==> config.mk <==
export PLATFORM = sky130hd
export DESIGN_NAME = spi_ctl_master
export DESIGN_NICKNAME = d
export VERILOG_FILES = /design/src/rtl/spim_pkg.sv /design/src/rtl/spim_baud.sv /design/src/rtl/spim_shift.sv /design/src/rtl/spim_regs.sv /design/src/rtl/spi_ctl_master.sv
export SDC_FILE = /design/constraint.sdc
export NUM_CORES = 1
export LEC_CHECK = 0
export ABC_AREA = 0
export BUFFER_PORTS_ARGS = -buffer_cell sky130_fd_sc_hd__buf_2
export CAP_MARGIN = 20
export CORE_MARGIN = 2
export CORE_UTILIZATION = 54
export CTS_BUF_LIST = sky130_fd_sc_hd__clkbuf_4 sky130_fd_sc_hd__clkbuf_8 sky130_fd_sc_hd__clkbuf_16
export CTS_CLUSTER_SIZE = 8
export DETAILED_ROUTE_END_ITERATION = 7
export PLACE_DENSITY_LB_ADDON = 0.12
export SYNTH_ARGS = -nofsm -noshare
export SYNTH_HDL_FRONTEND = slang
export SYNTH_SLANG_ARGS = --single-unit
==> constraint.sdc <==
create_clock -name clk -period 2.44 [get_ports clk]
set_clock_uncertainty 0.1 [all_clocks]
set_input_delay 0.244 -clock clk [delete_from_list [all_inputs] [get_ports clk]]
set_output_delay 0.244 -clock clk [all_outputs]
set_load 0.02 [all_outputs]
==> src/rtl/spim_pkg.sv <==
package spim_pkg;

    typedef struct packed {
        logic mst_en;
        logic cpol;
        logic cpha;
        logic wide;
        logic fault_en;
        logic irq_en;
    } spim_cfg_t;

    // bit 0 done, bit 1 collision, bit 2 overrun, bit 3 fault
    typedef struct packed {
        logic fault;
        logic ovr;
        logic coll;
        logic done;
    } spim_flags_t;

    localparam int unsigned FLAG_N = 4;

endpackage

==> src/rtl/spim_baud.sv <==
module spim_baud #(
    parameter int unsigned DIV_W = 8
) (
    input  logic             clk,
    input  logic             rst_n,
    input  logic             run,
    input  logic [DIV_W-1:0] div,
    output logic             tick
);

    typedef struct packed {
        logic [DIV_W-1:0] cnt;
    } baud_st_t;

    baud_st_t st_d, st_q;

    always_comb begin
        st_d = st_q;
        tick = 1'b0;
        if (!run) begin
            st_d.cnt = '0;
        end else if (st_q.cnt == div) begin
            st_d.cnt = '0;
            tick     = 1'b1;
        end else begin
            st_d.cnt = st_q.cnt + 1'b1;
        end
    end

    always_ff @(posedge clk or negedge rst_n) begin
        if (!rst_n) st_q <= '0;
        else        st_q <= st_d;
    end

    AST_TICK_SPACING: assert property (@(posedge clk) disable iff (!rst_n)
        tick && (div != '0) |=> !tick || !$stable(div));

endmodule

==> src/rtl/spim_shift.sv <==
module spim_shift #(
    parameter int unsigned DATA_W  = 16,
    parameter int unsigned SHORT_W = 8
) (
    input  logic              clk,
    input  logic              rst_n,
    input  logic              start,
    input  logic              abort,
    input  logic              tick,
    input  logic              cpol,
    input  logic              cpha,
    input  logic              wide,
    input  logic [DATA_W-1:0] load_word,
    input  logic              miso,
    output logic              busy,
    output logic              done_ev,
    output logic              sck,
    output logic              mosi,
    output logic [DATA_W-1:0] rx_word
);

    localparam int unsigned CNT_W = $clog2(2 * DATA_W);
    localparam logic [CNT_W-1:0] LAST_LONG  = CNT_W'(2 * DATA_W - 1);
    localparam logic [CNT_W-1:0] LAST_SHORT = CNT_W'(2 * SHORT_W - 1);
    localparam logic [DATA_W-1:0] SHORT_MASK = {{(DATA_W - SHORT_W){1'b0}}, {SHORT_W{1'b1}}};

    typedef struct packed {
        logic              busy;
        logic              cpha_l;
        logic              wide_l;
        logic              sck;
        logic              smp;
        logic              mosi_r;
        logic [CNT_W-1:0]  edge_cnt;
        logic [DATA_W-1:0] sreg;
        logic [DATA_W-1:0] rx;
    } shift_st_t;

    shift_st_t st_d, st_q;

    logic              out_msb;
    logic              last_edge;
    logic              leading;
    logic              in_bit;
    logic [DATA_W-1:0] shifted;

    assign out_msb   = st_q.wide_l ? st_q.sreg[DATA_W-1] : st_q.sreg[SHORT_W-1];
    assign last_edge = st_q.edge_cnt == (st_q.wide_l ? LAST_LONG : LAST_SHORT);
    assign leading   = ~st_q.edge_cnt[0];
    assign in_bit    = st_q.cpha_l ? miso : st_q.smp;
    assign shifted   = {st_q.sreg[DATA_W-2:0], in_bit};

    always_comb begin
        st_d    = st_q;
        done_ev = 1'b0;
        if (abort) begin
            st_d.busy     = 1'b0;
            st_d.sck      = cpol;
            st_d.edge_cnt = '0;
        end else if (start) begin
            st_d.busy     = 1'b1;
            st_d.cpha_l   = cpha;
            st_d.wide_l   = wide;
            st_d.sck      = cpol;
            st_d.edge_cnt = '0;
            st_d.sreg     = load_word;
            st_d.mosi_r   = wide ? load_word[DATA_W-1] : load_word[SHORT_W-1];
        end else if (st_q.busy) begin
            if (tick) begin
                st_d.sck      = ~st_q.sck;
                st_d.edge_cnt = st_q.edge_cnt + 1'b1;
                if (leading) begin
                    if (st_q.cpha_l) st_d.mosi_r = out_msb;
                    else             st_d.smp    = miso;
                end else begin
                    st_d.sreg = shifted;
                    if (last_edge) begin
                        st_d.busy     = 1'b0;
                        st_d.edge_cnt = '0;
                        st_d.rx       = st_q.wide_l ? shifted : (shifted & SHORT_MASK);
                        done_ev       = 1'b1;
                    end
                end
            end
        end else begin
            st_d.sck = cpol;
        end
    end

    always_ff @(posedge clk or negedge rst_n) begin
        if (!rst_n) st_q <= '0;
        else        st_q <= st_d;
    end

    assign busy    = st_q.busy;
    assign sck     = st_q.sck;
    assign mosi    = st_q.cpha_l ? st_q.mosi_r : out_msb;
    assign rx_word = st_q.rx;

    AST_START_BUSY: assert property (@(posedge clk) disable iff (!rst_n)
        start && !abort |=> st_q.busy);
    AST_EDGE_RANGE: assert property (@(posedge clk) disable iff (!rst_n)
        st_q.busy |-> st_q.edge_cnt <= (st_q.wide_l ? LAST_LONG : LAST_SHORT));
    AST_RX_HOLD_IDLE: assert property (@(posedge clk) disable iff (!rst_n)
        !st_q.busy |=> $stable(st_q.rx));
    AST_ABORT_STOPS: assert property (@(posedge clk) disable iff (!rst_n)
        abort |=> !st_q.busy && $stable(st_q.rx));

endmodule

==> src/rtl/spim_regs.sv <==
module spim_regs
    import spim_pkg::*;
#(
    parameter int unsigned DIV_W = 8
) (
    input  logic              clk,
    input  logic              rst_n,
    input  logic              cfg_wr,
    input  spim_cfg_t         cfg_in,
    input  logic [DIV_W-1:0]  div_in,
    input  logic              clr_wr,
    input  logic [FLAG_N-1:0] clr_mask,
    input  logic              data_wr,
    input  logic              busy,
    input  logic              done_ev,
    input  logic              sel_n,
    output spim_cfg_t         cfg,
    output logic [DIV_W-1:0]  div,
    output spim_flags_t       flags,
    output logic              start,
    output logic              fault,
    output logic              irq
);

    typedef struct packed {
        spim_cfg_t        cfg;
        logic [DIV_W-1:0] div;
        spim_flags_t      flags;
    } regs_st_t;

    regs_st_t st_d, st_q;
    logic     coll_ev;

    assign fault   = st_q.cfg.fault_en & st_q.cfg.mst_en & ~sel_n;
    assign start   = data_wr & st_q.cfg.mst_en & ~busy & ~fault;
    assign coll_ev = data_wr & busy;

    always_comb begin
        st_d = st_q;
        if (cfg_wr) begin
            st_d.cfg = cfg_in;
            st_d.div = div_in;
        end
        if (fault) st_d.cfg.mst_en = 1'b0;
        if (clr_wr) st_d.flags = spim_flags_t'(st_q.flags & ~clr_mask);
        if (done_ev) begin
            st_d.flags.done = 1'b1;
            if (st_q.flags.done) st_d.flags.ovr = 1'b1;
        end
        if (coll_ev) st_d.flags.coll  = 1'b1;
        if (fault)   st_d.flags.fault = 1'b1;
    end

    always_ff @(posedge clk or negedge rst_n) begin
        if (!rst_n) st_q <= '0;
        else        st_q <= st_d;
    end

    assign cfg   = st_q.cfg;
    assign div   = st_q.div;
    assign flags = st_q.flags;
    assign irq   = st_q.cfg.irq_en & (|st_q.flags);

    AST_COLL_SET: assert property (@(posedge clk) disable iff (!rst_n)
        data_wr && busy |=> st_q.flags.coll);
    AST_DONE_STICKY: assert property (@(posedge clk) disable iff (!rst_n)
        st_q.flags.done && !(clr_wr && clr_mask[0]) |=> st_q.flags.done);
    AST_OVR_SET: assert property (@(posedge clk) disable iff (!rst_n)
        done_ev && st_q.flags.done |=> st_q.flags.ovr);
    AST_FAULT_DISARM: assert property (@(posedge clk) disable iff (!rst_n)
        fault |=> !st_q.cfg.mst_en && st_q.flags.fault);
    AST_IRQ_MASKED: assert property (@(posedge clk) disable iff (!rst_n)
        !st_q.cfg.irq_en |-> !irq);

endmodule

==> src/rtl/spi_ctl_master.sv <==
module spi_ctl_master
    import spim_pkg::*;
#(
    parameter int unsigned DATA_W  = 16,
    parameter int unsigned SHORT_W = 8,
    parameter int unsigned DIV_W   = 8
) (
    input  logic              clk,
    input  logic              rst_n,
    input  logic              cfg_wr,
    input  logic              cfg_mst_en,
    input  logic              cfg_cpol,
    input  logic              cfg_cpha,
    input  logic              cfg_wide,
    input  logic              cfg_fault_en,
    input  logic              cfg_irq_en,
    input  logic [DIV_W-1:0]  cfg_div,
    input  logic              clr_wr,
    input  logic [FLAG_N-1:0] clr_mask,
    input  logic              data_wr,
    input  logic [DATA_W-1:0] data_in,
    output logic [DATA_W-1:0] rx_data,
    output logic              stat_busy,
    output logic              stat_mst_en,
    output logic              stat_done,
    output logic              stat_coll,
    output logic              stat_ovr,
    output logic              stat_fault,
    output logic              irq,
    output logic              sck,
    output logic              mosi,
    input  logic              miso,
    input  logic              sel_n
);

    spim_cfg_t        cfg_in, cfg;
    spim_flags_t      flags;
    logic [DIV_W-1:0] div;
    logic             start, fault, tick, busy, done_ev;

    assign cfg_in = '{mst_en: cfg_mst_en, cpol: cfg_cpol, cpha: cfg_cpha,
                      wide: cfg_wide, fault_en: cfg_fault_en, irq_en: cfg_irq_en};

    spim_regs #(.DIV_W(DIV_W)) i_regs (
        .clk      (clk),
        .rst_n    (rst_n),
        .cfg_wr   (cfg_wr),
        .cfg_in   (cfg_in),
        .div_in   (cfg_div),
        .clr_wr   (clr_wr),
        .clr_mask (clr_mask),
        .data_wr  (data_wr),
        .busy     (busy),
        .done_ev  (done_ev),
        .sel_n    (sel_n),
        .cfg      (cfg),
        .div      (div),
        .flags    (flags),
        .start    (start),
        .fault    (fault),
        .irq      (irq)
    );

    spim_baud #(.DIV_W(DIV_W)) i_baud (
        .clk   (clk),
        .rst_n (rst_n),
        .run   (busy),
        .div   (div),
        .tick  (tick)
    );

    spim_shift #(.DATA_W(DATA_W), .SHORT_W(SHORT_W)) i_shift (
        .clk       (clk),
        .rst_n     (rst_n),
        .start     (start),
        .abort     (fault),
        .tick      (tick),
        .cpol      (cfg.cpol),
        .cpha      (cfg.cpha),
        .wide      (cfg.wide),
        .load_word (data_in),
        .miso      (miso),
        .busy      (busy),
        .done_ev   (done_ev),
        .sck       (sck),
        .mosi      (mosi),
        .rx_word   (rx_data)
    );

    assign stat_busy   = busy;
    assign stat_mst_en = cfg.mst_en;
    assign stat_done   = flags.done;
    assign stat_coll   = flags.coll;
    assign stat_ovr    = flags.ovr;
    assign stat_fault  = flags.fault;

    AST_IDLE_WRITE_NO_START: assert property (@(posedge clk) disable iff (!rst_n)
        data_wr && !cfg.mst_en && !busy |=> !busy && $stable(flags));

endmodule

After elaboration in Yosys (flattened, before gate mapping)
Index checks and enable logic that the tools add are counted.
{"block": "totals", "elab_cells": 103, "regBits": 69}
{"block": "op_classes", "bitwise": 16, "n_eq_ne": 4, "n_addsub": 2, "n_reduce_logical": 17, "n_mux": 43}
{"cell": "40-bit two-way mux", "count": 1}
{"cell": "38-bit two-way mux", "count": 1}
{"cell": "37-bit two-way mux", "count": 1}
{"cell": "16-bit two-way mux", "count": 2}
{"cell": "1-bit two-way mux", "count": 29}
{"cell": "22-bit two-way mux", "count": 1}
{"cell": "8-bit two-way mux", "count": 2}
{"cell": "2-bit nonzero test", "count": 8}
{"cell": "5-bit two-way mux", "count": 3}
{"cell": "14-bit two-way mux", "count": 1}
{"cell": "6-bit AND reduction", "count": 2}
{"cell": "8-bit by 1-bit adder with 8-bit output (second input constant)", "count": 1}
{"cell": "8-bit equality test", "count": 1}
{"cell": "1-bit AND", "count": 7}
{"cell": "1-bit inverter", "count": 7}
{"cell": "3-bit nonzero test", "count": 2}
{"cell": "5-bit by 1-bit adder with 5-bit output (second input constant)", "count": 1}
{"cell": "5-bit equality test", "count": 1}
{"cell": "5-bit AND reduction", "count": 1}
{"cell": "4-bit AND", "count": 1}
{"cell": "4-bit two-way mux", "count": 1}
{"cell": "4-bit inequality test (second input constant)", "count": 1}
{"cell": "4-bit inverter", "count": 1}
{"cell": "2-bit AND reduction", "count": 2}
{"cell": "4 further kinds", "count": 4}

Logic depth before layout (Yosys ltp)
{"block": "logic_depth", "ltp_word": 9, "mapped_depth": 7, "depth_no_buf": 6}

Modules after synthesis
Synthesis repeated with hierarchy kept, for this count alone.
{"block": "unflattened", "cells_unflattened": 276, "area_unflattened_um2": 3367.0}
{"mod": "spim_shift", "instances": 1, "cells_per_inst": 183, "area_per_inst_um2": 2162.1}
{"mod": "spim_regs", "instances": 1, "cells_per_inst": 47, "area_per_inst_um2": 704.4}
{"mod": "spim_baud", "instances": 1, "cells_per_inst": 46, "area_per_inst_um2": 500.5}

Worst setup path before layout
Ideal clock, no wire load.
{"block": "synth_timing", "path_type": "register to register", "startpoint": "register i_baud.st_q[0] in the netlist's numbering", "endpoint": "register i_shift.st_q (netlist bit i_shift.rx_word[0])", "setup_time_ns": 0.125, "t_required_ns": 2.215, "synth_period_minus_slack_ns": 2.161, "path_stages_with_launch": 7, "path_slack_ns": 0.279, "path_buffers": 1, "arrival_ns": 1.937, "path_cell_list": "dfrtp_1 xor2_1 nor4_2 nand2_2 nor4b_2 buf_4 mux2_2"}
{"block": "synth_via", "elab_chain_len": 4}
{"item": "start: declaration", "line": "spim_baud.sv:15", "source": "baud_st_t st_d, st_q;"}
{"item": "start signal: assignment", "line": "spim_baud.sv:32", "source": "else st_q <= st_d;"}
{"item": "8-bit equality test", "line": "spim_baud.sv:22", "source": "end else if (st_q.cnt == div) begin"}
{"item": "1-bit two-way mux", "line": "spim_baud.sv:22"}
{"item": "1-bit two-way mux", "line": "spim_baud.sv:20", "source": "if (!run) begin"}
{"item": "6-bit AND reduction (no source line)"}
{"item": "end signal: assignment", "line": "spim_shift.sv:92", "source": "else st_q <= st_d;"}
{"item": "end: declaration", "line": "spim_shift.sv:39", "source": "shift_st_t st_d, st_q;"}
No other way between the ends.
A chain may end at the register's enable or synchronous reset.

Worst setup path after layout
{"block": "layout_timing", "startpoint": "register i_baud.st_q[0] in the netlist's numbering", "endpoint": "register i_shift.st_q (netlist bit i_shift.rx_word[2])"}
Same word-level chain as after synthesis.

==> out/qor.csv <==
stage;metric;value;unit
global_route;grt_max_degree;47;
floorplan;die_h;81.4;um
routing;wl;6710;um
critical_path;critPathKind;reg -> reg;
clock_tree;numCtsBuffers;9;
final_layout;nFillCells;479;
floorplan;fp-row-count;28;
timing;setup_viol;0;
clock_tree;cts-htree-levels;3;
global_route;gr-total-overflow;0;
pwr;p_leak;1.89;nW
yosys;ys_seq_area_share;53.3;%
global_route;grt_pass1_vias;2352;
routing;drc;0;
floorplan;fp.dieArea;6630;um^2
job;cap_violations;0;
status;status;completed;
critical_path;critPathLaunchType;flop;
placement;numPlacedInstances;422;
final_layout;n_antenna_cell;0;
final_layout;fin_util;66.4;%
clock_tree;clock_latency;340;ps
timing;max_freq;442;MHz
clock_tree;cts_tree;done;
critical_path;critPathCaptureType;flop;
global_route;antenna_found_initial;0;
placement;hpwl;4740;um
critical_path;arrival;2390;ps
final_layout;layout.cells.non_filler;439;
critical_path;worstPathRequired;2570;ps
clock_tree;postCtsSetupRepairBufs;0;
yosys;ys_ff_latch;69;
routing;post_drt_wl_per_cell;15.3;um
global_route;grt_pass1_wl;11100;um
hold_path;worstHoldPathType;in -> reg;
routing;via_per_inst;5.40;
yosys;synthDistinctLibCells;38;
floorplan;coreArea;5850;um^2
final_layout;multi_input_area;1300;um^2
timing;period_needed;2260;ps
clock_tree;cts_hold_buf;1;
yosys;avgSynthCellArea;11.0;um^2
clock_tree;clk_pin_slew;80;ps
timing;fin_tns_setup;0;ps
routing;via_count;2369;
placement;gp_congestion;0.806;
final_layout;nNetsFinal;402;
yosys;yosysWarnings;0;
timing;slew-limit-headroom;61.7;%
floorplan;pin_count;66;
routing;first_iter_violations;110;
hold_path;min_path_cells;2;
routing;final_antenna_net_count;0;
clock_tree;clockBufferDepth;2;
timing;tightest_slew;575;ps
timing;grt_setup_unrepaired;false;
timing;finalHoldViolCount;0;
yosys;syn-cell-area;3240;um^2
placement;port_buffers;65;
floorplan;dieWidth;81.4;um
final_layout;drive_gt1_share;34.9;%
critical_path;r2r_cells;6;
timing;finalMaxSlewViolations;0;
pwr;power_density;886;nW/um^2
floorplan;start_util;55.3;%
yosys;mappedNetlistNets;338;
global_route;grt_use_total;22.2;%
clock_tree;clkSinkCount;69;
critical_path;critPathMaxFanout;18;
timing;fin_crit_sh;92.6;%
final_layout;seqCellArea;1730;um^2
clock_tree;root_buffer;clkbuf_8;
final_layout;area_growth;19.9;%
clock_tree;cts_resized;0;
routing;drtPass1Iterations;4;
pwr;vdd_drop_max;0.519;mV
yosys;synth_cells;295;
-- critical path, stage by stage (launching register included) --
cell and delay, ps:
dfrtp_1 450, xor2_1 190, nor4_2 380, nand2_2 120, nor4b_4 340, buf_12 210, mux2_2 350
-- cell usage in the layout, fill, tap and decap left out, types with 3 or more instances in the layout --
cell / Yosys / final
dfrtp_1: 69 / 69
buf_2: 2 / 65
nand2_1: 43 / 43
mux2_2: 26 / 26
o21ai_0: 20 / 20
xor2_1: 16 / 16
a22oi_1: 15 / 15
buf_4: 17 / 13
nor2_1: 12 / 12
nand3_1: 11 / 11
clkbuf_8: 0 / 11
inv_1: 9 / 9
mux2i_1: 9 / 9
and3_1: 6 / 6
a21oi_1: 3 / 3
bufinv_16: 0 / 3
-- state kept, by name, indices dropped and copies added, names as in the netlist --
name             count
i_baud.st_q          8
i_shift.rx_word     16
i_regs.div           8
i_regs.flags         4
i_shift.sck          1
i_shift.busy         1
i_shift.shifted     15
i_regs.cfg           6
i_shift.st_q        10
-- Yosys cell counts, drive strengths merged --
cell type,count,area share (%)
nor2,12,1.4
nand2,44,5.2
o21ai,20,3.1
nor3,1,0.15
dfrtp,69,53
o21a,1,0.23
nor4,3,0.97
a211oi,1,0.23
o41a,1,0.35
ha,2,0.77
or4b,1,0.31
xnor2,2,0.54
buf,20,4.9
nor4b,1,0.46
a21oi,3,0.46
nand3b,1,0.23
nand4,2,0.39
xor2,16,4.3
nand3,11,1.7
inv,9,1.0
a21o,1,0.23
a22oi,15,3.5
a22o,2,0.58
mux2,26,9.0
or4,2,0.46
nand2b,1,0.19
nor2b,2,0.39
and3,6,1.2
mux2i,9,2.8
clkbuf,8,0.93
o311ai,1,0.27
and2,1,0.19
o31ai,1,0.23
-- per-stage QoR --
step | worst slack (ps) | hold WS [ps] | total power [mW] | area [um^2]
3_3_place_gp | 224 | 173 | 2.26 | 3610
6_report | 180 | 40.8 | 3.44 | 3880
5_1_grt | 30.6 | 23.8 | 3.63 | 3880
3_5_place_dp | 170 | 171 | 2.30 | 3610
4_1_cts | 165 | 26.2 | 3.47 | 3880
2_1_floorplan | 279 | -152 | 1.99 | 3240
-- worst paths after layout --
kind	endpoint	slack, ps	start
hold reg to reg	i_shift.st_q[41]	380	i_regs.cfg[3]
min in group asynchronous	i_shift.rx_word[11]	320	rst_n
setup / recovery	i_shift.rx_word[2]	180	i_baud.st_q[0]
hold / removal	i_regs.cfg[3]	40	cfg_cpha
max in group asynchronous	i_regs.div[2]	1250	rst_n
setup reg to reg	i_shift.rx_word[2]	180	i_baud.st_q[0]
-- logic make-up (layout without fill, tap and decap cells) --
family                     count (synthesis)  count (layout)  synth area share, %
adders and majority gates                  2               2                0.773
DFF                                       69              69                 53.3
muxes                                     35              35                 11.8
xor gates and xnor gates                  18              18                 4.87
buffers and inverters                     37             106                 6.84
AOI/OAI and AO/OA                         46              46                 9.16
and+or+nand+nor                           88              88                 13.2
-- per-layer routing --
metal	up-vias	global-route usage, %	wire length (um)
met4	0	8.14	80
li1	1136	-	-
met2	78	33.9	3000
met5	-	0	0
met1	1148	31.8	3260
met3	7	3.96	377
-- layout make-up --
cell class	count	share of cell area, %
sequential	69	44.5
multi-input combinational	189	33.4
timing repair buffer	81	12.2
clock buffer	11	3.90
clock inverter	5	2.74
tap	75	2.42
inverter	9	0.870
-- report_power, final --
group          leakage [nW]  switching (mW)  total, mW  internal, mW
sequential            0.848           0.195       1.56          1.37
clock                 0.126           0.426       1.16         0.737
combinational         0.919           0.402      0.713         0.311
Note: power is estimated with default switching activity, not from simulation.
